## config.mk

```make
export PLATFORM = sky130hd
export DESIGN_NAME = frc_dither
export DESIGN_NICKNAME = d
export VERILOG_FILES = /design/src/rtl/frc_dither.sv
export SDC_FILE = /design/constraint.sdc
export NUM_CORES = 1
export LEC_CHECK = 0
export ABC_AREA = 1
export ABC_CLOCK_PERIOD_IN_PS = 3200
export BUFFER_PORTS_ARGS = -buffer_cell sky130_fd_sc_hd__buf_2
export CAP_MARGIN = 40
export CORE_MARGIN = 8
export CORE_UTILIZATION = 52
export DETAILED_ROUTE_END_ITERATION = 7
export PLACE_DENSITY = 0.79
export SLEW_MARGIN = 30
export SYNTH_ARGS = -nofsm -noshare
export SYNTH_HDL_FRONTEND = slang
export SYNTH_SLANG_ARGS = --single-unit
```

## constraint.sdc

```tcl
create_clock -name clk -period 3.2 [get_ports clk]
set_input_delay 0.64 -clock clk [delete_from_list [all_inputs] [get_ports clk]]
set_output_delay 0.64 -clock clk [all_outputs]
set_load 0.05 [all_outputs]
```

## src/rtl/frc_dither.sv

```systemverilog
module frc_dither #(
  parameter int IDLE_FRAME = 64
) (
  input  logic       clk,
  input  logic       rst_n,
  input  logic       en,
  input  logic       sync_mode,
  input  logic       hs_pol,
  input  logic       vs_pol,
  input  logic       de_pol,
  input  logic [7:0] in_r,
  input  logic [7:0] in_g,
  input  logic [7:0] in_b,
  input  logic       in_hs,
  input  logic       in_vs,
  input  logic       in_de,
  output logic [7:0] out_r,
  output logic [7:0] out_g,
  output logic [7:0] out_b,
  output logic       out_hs,
  output logic       out_vs,
  output logic       out_de
);
  localparam int IW = $clog2(IDLE_FRAME + 1);
  localparam logic [1:0] ALG_DEF = 2'd0, ALG_BW = 2'd1, ALG_ON = 2'd2, ALG_OFF = 2'd3;

  logic hs_a, vs_a, de_a, hs_q, vs_q, de_q, seen, prev_bw;
  logic frame_evt, line_evt, cur_bw, any_ff, any_00;
  logic [2:0] pix, p_eff;
  logic [1:0] line, frame, f_eff, alg;
  logic [IW-1:0] idle;
  logic [7:0] chv [3];
  logic [7:0] dith [3];

  assign hs_a = in_hs ~^ hs_pol;
  assign vs_a = in_vs ~^ vs_pol;
  assign de_a = in_de ~^ de_pol;

  assign frame_evt = sync_mode ? (vs_a & ~vs_q) : (~de_a && idle == IW'(IDLE_FRAME - 1));
  assign line_evt  = sync_mode ? (hs_a & ~hs_q & seen) : (de_q & ~de_a);

  always_ff @(posedge clk) begin
    if (!rst_n) begin
      hs_q <= 1'b0; vs_q <= 1'b0; de_q <= 1'b0; seen <= 1'b0; prev_bw <= 1'b0;
      pix <= '0; line <= '0; frame <= '0; idle <= '0;
    end else begin
      hs_q <= hs_a; vs_q <= vs_a; de_q <= de_a;
      pix <= de_a ? pix + 3'd1 : 3'd0;
      idle <= de_a ? '0 : (idle == IW'(IDLE_FRAME) ? idle : idle + IW'(1));
      prev_bw <= de_a & cur_bw;
      if (frame_evt) begin
        frame <= frame + 2'd1; line <= '0; seen <= 1'b0;
      end else if (line_evt) begin
        line <= line + 2'd1; seen <= 1'b0;
      end else if (de_a) begin
        seen <= 1'b1;
      end
    end
  end

  assign chv[0] = in_r;
  assign chv[1] = in_g;
  assign chv[2] = in_b;

  assign cur_bw = ({in_r, in_g, in_b} == 24'h0) || ({in_r, in_g, in_b} == 24'hFFFFFF);
  assign any_ff = (in_r == 8'hFF) || (in_g == 8'hFF) || (in_b == 8'hFF);
  assign any_00 = (in_r == 8'h00) || (in_g == 8'h00) || (in_b == 8'h00);

  always_comb begin
    if (prev_bw)     alg = ALG_BW;
    else if (any_ff) alg = ALG_ON;
    else if (any_00) alg = ALG_OFF;
    else             alg = ALG_DEF;
  end

  assign f_eff = (alg == ALG_DEF) ? frame : 2'd0;
  assign p_eff = (alg == ALG_OFF) ? ~pix : pix;

  for (genvar ch = 0; ch < 3; ch++) begin : g_ch
    logic [5:0] up;
    logic [2:0] code, rank, rk;
    logic inc;
    assign up   = chv[ch][7:2];
    assign code = {chv[ch][1:0], chv[ch][7]};
    if (ch == 1) begin : g_green
      assign rank = {p_eff[1] ^ p_eff[2] ^ line[1], p_eff[0], line[0]};
    end else begin : g_redblue
      assign rank = {p_eff[1] ^ line[1], p_eff[0], ~line[0]};
    end
    assign rk  = rank ^ {f_eff, 1'b0};
    assign inc = (alg != ALG_BW) && (rk < code) && (up != 6'h3F);
    assign dith[ch] = {up + {5'd0, inc}, 2'b00};
  end

  always_ff @(posedge clk) begin
    if (!rst_n) begin
      out_r <= '0; out_g <= '0; out_b <= '0;
      out_hs <= 1'b0; out_vs <= 1'b0; out_de <= 1'b0;
    end else begin
      out_r <= en ? dith[0] : in_r;
      out_g <= en ? dith[1] : in_g;
      out_b <= en ? dith[2] : in_b;
      out_hs <= in_hs; out_vs <= in_vs; out_de <= in_de;
    end
  end
endmodule

```

# [After elaboration in Yosys (flattened, before gate mapping)]
# Cells that the tools add are included.
[classes] order_cmp=3 n_eq_ne=11 n_bitwise=19 addsub=7 n_reduce_logical=22 n_mux=10
[ops] cell="24-bit equality test (second input constant)" n=1
[ops] cell="8-bit equality test (second input constant)" n=3
[ops] cell="24-bit zero test" n=1
[ops] cell="8-bit zero test" n=3
[ops] cell="8-bit 2-to-1 mux" n=3
[ops] cell="6-bit by 1-bit adder with 6-bit output" n=3
[ops] cell="6-bit != test (second input constant)" n=3
[ops] cell="3-bit < comparator" n=3
[ops] cell="2-bit 2-to-1 mux" n=4
[ops] cell="7-bit by 1-bit adder with 7-bit output (second input constant)" n=1
[ops] cell="7-bit by 6-bit equality test with 1-bit output (second input constant)" n=1
[ops] cell="7-bit equality test (second input constant)" n=1
[ops] cell="1-bit logical AND" n=7
[ops] cell="2-bit OR reduction" n=3
[ops] cell="3-bit bitwise XOR" n=2
[ops] cell="1-bit AND" n=5
[ops] cell="1-bit logical OR" n=5
[ops] cell="1-bit inverter" n=5
[ops] cell="2-bit by 1-bit adder with 2-bit output (second input constant)" n=2
[ops] cell="3-bit by 1-bit adder with 3-bit output (second input constant)" n=1
[ops] cell="3-bit 2-to-1 mux" n=1
[ops] cell="3-bit inverter" n=1
[ops] cell="3-bit OR reduction" n=1
[ops] cell="1-bit XNOR" n=3
[ops] cell="6 further kinds" n=9
[word_totals] register_bits=46 elab_cells=90 out_inout_bits=27

# [Logic depth before layout (Yosys ltp)]
[depth] ltp_word=16 ltp_mapped=19 ltp_nobuf=19

# [Worst setup path after synthesis]
# OpenSTA, ideal clock, no wires.
[synth_path] kind="input to register" from="input port in_g[6]" to="register out_r[6]" required_ns=3.083 arrival_time_ns=2.480 setup_slack_ns=0.603 path_stages=17 path_cell_list="nand2_1 > inv_2 > nand3_1 > nand2_2 > nor2_4 > nand2_2 > nand3_1 > nand2_1 > ha_1 > a21oi_1 > nand3_1 > a31oi_1 > ha_1 > ha_1 > nand3_1 > o21ai_0 > nor2_1"
[synth_via] elab_chain_len=15 elab_cells_between_ends=21
[synth_rtl] element="start: declaration" line_no="12" rtl="input logic [7:0] in_g,"
[synth_rtl] element="8-bit zero test" line_no="67" rtl="assign any_00 = (in_r == 8'h00) || (in_g == 8'h00) || (in_b == 8'h00);"
[synth_rtl] element="1-bit logical OR (2 in a row)" line_no="67"
[synth_rtl] element="2-bit 2-to-1 mux" line_no="72" rtl="else if (any_00) alg = ALG_OFF;"
[synth_rtl] element="2-bit 2-to-1 mux (*)" line_no="71" rtl="else if (any_ff) alg = ALG_ON;"
[synth_rtl] element="2-bit 2-to-1 mux (*)" line_no="70" rtl="if (prev_bw) alg = ALG_BW;"
[synth_rtl] element="2-bit equality test" line_no="77" rtl="assign p_eff = (alg == ALG_OFF) ? ~pix : pix;"
[synth_rtl] element="3-bit 2-to-1 mux" line_no="77"
[synth_rtl] element="1-bit bitwise XOR" line_no="88" rtl="assign rank = {p_eff[1] ^ line[1], p_eff[0], ~line[0]};"
[synth_rtl] element="3-bit bitwise XOR" line_no="90" rtl="assign rk = rank ^ {f_eff, 1'b0};"
[synth_rtl] element="3-bit < comparator" line_no="91" rtl="assign inc = (alg != ALG_BW) && (rk < code) && (up != 6'h3F);"
[synth_rtl] element="1-bit logical AND (*) (2 in a row)" line_no="91"
[synth_rtl] element="6-bit by 1-bit adder with 6-bit output (*)" line_no="92" rtl="assign dith[ch] = {up + {5'd0, inc}, 2'b00};"
[synth_rtl] element="8-bit 2-to-1 mux (*)" line_no="100" rtl="out_r <= en ? dith[0] : in_r;"
[synth_rtl] element="end signal: assignment" line_no="100"
[synth_rtl] element="end: declaration" line_no="17" rtl="output logic [7:0] out_r,"
# Every way passes the cells marked *; elsewhere a longest branch is shown, timed or not.
# A chain may end at the register's enable or synchronous reset.

# [Final worst setup path]
[layout_path] from="input port in_b[6]" to="register out_b[6]"
[layout_via] elab_chain_len=14 elab_cells_between_ends=20
[layout_rtl] element="start: declaration" line_no="13" rtl="input logic [7:0] in_b,"
[layout_rtl] element="8-bit zero test" line_no="67"
[layout_rtl] element="1-bit logical OR" line_no="67"
[layout_rtl] element="2-bit 2-to-1 mux" line_no="72"
[layout_rtl] element="2-bit 2-to-1 mux" line_no="71"
[layout_rtl] element="2-bit 2-to-1 mux" line_no="70"
[layout_rtl] element="2-bit equality test" line_no="77"
[layout_rtl] element="3-bit 2-to-1 mux" line_no="77"
[layout_rtl] element="1-bit bitwise XOR" line_no="88"
[layout_rtl] element="3-bit bitwise XOR" line_no="90"
[layout_rtl] element="3-bit < comparator" line_no="91"
[layout_rtl] element="1-bit logical AND (2 in a row)" line_no="91"
[layout_rtl] element="6-bit by 1-bit adder with 6-bit output" line_no="92"
[layout_rtl] element="8-bit 2-to-1 mux (*)" line_no="102" rtl="out_b <= en ? dith[2] : in_b;"
[layout_rtl] element="end signal: assignment" line_no="102"
[layout_rtl] element="end: declaration" line_no="19" rtl="output logic [7:0] out_b,"
# Marks and branches as above.

==> results.md <==
* Die width at 82.6 µm
* Worst VDD drop at 298 µV
* IO Count at 61
* Clk_lat worst skew at 300 ps
* First-pass GRT wire length at 8580 µm
* Buf/Inv on CP at 1
* Worst path cell trace: buf_2, nand2_1, nor2_1, nand3_1, nand2_2, nor2_4, nand2_2, nand2_1, nand2_1, nand2_1, ha_1, a21oi_1, nand3_1, a21oi_1, ha_1, ha_1, nand3_1, nor2_1, o21ai_0, a21oi_1
* Synth Area per Inst at 7.22 µm²
* Post-DP HPWL at 4200 µm
* Final WL at 5240 µm
* Sequential share of the synthesized area at 39.9%
* Hold-critical path endpoint: pix[0]
* Initial Utilization at 53.4%
* GPL Wtd Cong at 0.824
* Post-CTS setup buffers at 0
* R2R Setup Slk at 760 ps
* Post-cts resize count at 0
* Setup tns final at 0 ps
* Post-DR vias/cell at 5.02
* Setup WS post-layout at 474 ps
* P&R area growth vs syn at 21.1%
* Buffers on Ports at 60
* Initial antenna violation count at 0
* CP Class: input pin to register
* Synth unique cells at 27
* Final hold vios at 0
* TritonCTS sink count at 46
* Std cell rows at 24
* Final Util at 64.7%
* Worst Hold Launch: pix[0]
* Worst slack, placed at 174 ps
* Die height at 82.6 µm
* CP Launch Type: input pin
* Most frequent CP cell: nand2_1
* Share of cells above drive strength 1 at 22.1%
* CP required at 3440 ps
* Slew HR at 78.6%
* Final nets at 432
* Max Fclk at 367 MHz
* Worst-path clk slew at 90 ps
* Crit Path Max Fanout at 6
* Vias in the first global route at 2082
* Buffers from clock root to sink, at most at 2
* Via count at 2190
* Wire per inst at 12.0 µm
* Drt first pass iters at 4
* Hold_buf cts at 0
* Antenna Nets Post-Route at 0
* Hold depth at 1
* Grt ovf at 0
* Critical R2R Launch: prev_bw
* Core area at 0.00432 mm²
* DIE AREA at 0.00683 mm²
* Yosys reg bits at 46
* Max stage delay on crit path at 300 ps
* Worst Reg2Reg Path Length in Cells at 16
* Cts bufs inserted at 5
* CP Capture Type: register
* Reg2reg end: out_b[6]
* Post-route DRC violation count at 0
* Setup-failing EPs final at 0
* Worst Clk Skew at 5.73 ps
* CP max-delay cell: ha_1
* Fillcell total at 414
* Status: finished, final reports clean
* CTS tree: built
* # diodes at 0
* DR iter-0 viols at 101
* Largest net degree at the start of global routing at 20
* Synthesized cell area at 0.00231 mm²
* Tcrit/Tclk final at 85.2%
* Max-Cap Viols at 0
* Max-slew violation count at 0
* Post-synthesis cell count at 320
* Pwr dens at 507 mW/mm²
* Leak at 0.00146 µW
* Max H-tree Level at 2
* Class of the worst hold path: register to register
* Critical path arrival at 2960 ps
* Yosys warning count at 0
* RSZ-0062 raised after global routing: no
* Minimum clock period after layout at 2730 ps
* Placed cell count at 428
* Total GRT Usage at 15.9%
* Final cell count without fillers at 436
* Clock root buffer master: clkbuf_8
* Syn Nets at 369
* Slew @ Worst Pin at 321 ps
* Delay-heaviest family, CP: simple AND/OR/NAND/NOR gates
worst reg2reg max path: stages (launching register included):
cell and delay (ps):
dfxtp_1 310, inv_1 120, nand2_2 90, nor2_4 180
nand2_2 70, nand3_1 80, nand2_1 80, ha_1 300
a21oi_1 150, nand3_1 90, a21oi_1 140, ha_1 180
ha_1 160, nand3_1 90, nor2_1 130, o21ai_0 90
a21oi_1 120
through the flow:
stage | area [µm²] | total power [µW] | hold WS, ps
global placement | 2650 | 902 | 438
CTS | 2800 | 1440 | 495
global route | 2800 | 1490 | 523
detailed placement | 2650 | 907 | 465
finish | 2800 | 1420 | 497
floorplan | 2310 | 824 | 425
cell type report:
class	count	area (µm²)	share of cell area, %
tap	52	65.1	2.33
sequential	46	921	32.9
clock buffer	6	82.6	2.95
multi-input combinational	221	1180	42.3
clock inverter	2	60.1	2.15
timing repair buffer	60	300	10.7
inverter	49	184	6.58
flip-flops by register name, indices dropped and copies added, names as in the netlist, 2 cells and up:
name and count:
out_b 8, out_g 8, out_r 8, idle 7
pix 3, frame 2, line 2
worst max path at each step:
| stage | cells after the start | end | from |
|---|---|---|---|
| after global placement | 19 | out_r[6] | in_g[3] |
| final | 20 | out_b[6] | in_b[6] |
| after global routing | 20 | out_b[6] | in_b[6] |
| after detailed placement | 20 | out_b[6] | in_g[4] |
| after floorplan | 17 | out_r[6] | in_g[6] |
| after CTS | 20 | out_b[6] | in_b[6] |
layout by cell type (no fill, tap or decap), types with 3 or more instances in the layout:
cell	instances
o21ai_0	12
nand2_1	45
buf_2	60
xor2_1	4
nor2_1	57
nand2_2	7
inv_1	46
nand4_1	10
a21oi_1	20
ha_1	15
nand3_1	19
nor2_2	4
clkbuf_8	6
xnor2_1	5
nor3_1	12
dfxtp_1	46
inv_2	3
cell families after synthesis:
| kind of cell | synth area share [%] |
|---|---|
| AOI/OAI and AO/OA | 8.72 |
| xor gates and xnor gates | 3.41 |
| adders and majority gates | 8.13 |
| buffers and inverters | 8.88 |
| DFF | 39.9 |
| and+or+nand+nor | 31.0 |
power breakdown:
part | leakage (µW) | switching, µW | internal (µW) | total, µW
logic | 0.00101 | 192 | 84.4 | 277
clock network | 0.0000714 | 194 | 333 | 527
registers | 0.000380 | 11.6 | 604 | 615
layer usage:
layer,track usage (%),share of wire (%)
met3,4.98,8.4
met5,0,0
met2,29.1,49
met1,16.8,41
met4,5.00,0.94
cells in the mapped netlist (all sizes together):
master / instances / area, µm²
o21ai: 13 / 65.1
nand3: 21 / 115
nor3: 12 / 60.1
xnor2: 5 / 43.8
xor2: 4 / 35.0
nor2: 62 / 250
dfxtp: 46 / 921
nor3b: 1 / 7.51
buf: 3 / 17.5
o211ai: 2 / 15.0
nand2: 52 / 213
clkbuf: 1 / 3.75
inv: 49 / 184
a31oi: 1 / 6.26
a21oi: 20 / 100
o21a: 1 / 7.51
a211oi: 1 / 7.51
ha: 15 / 188
nand4: 10 / 62.6
nand3b: 1 / 7.51
Note: power is estimated with default switching activity, not from simulation.
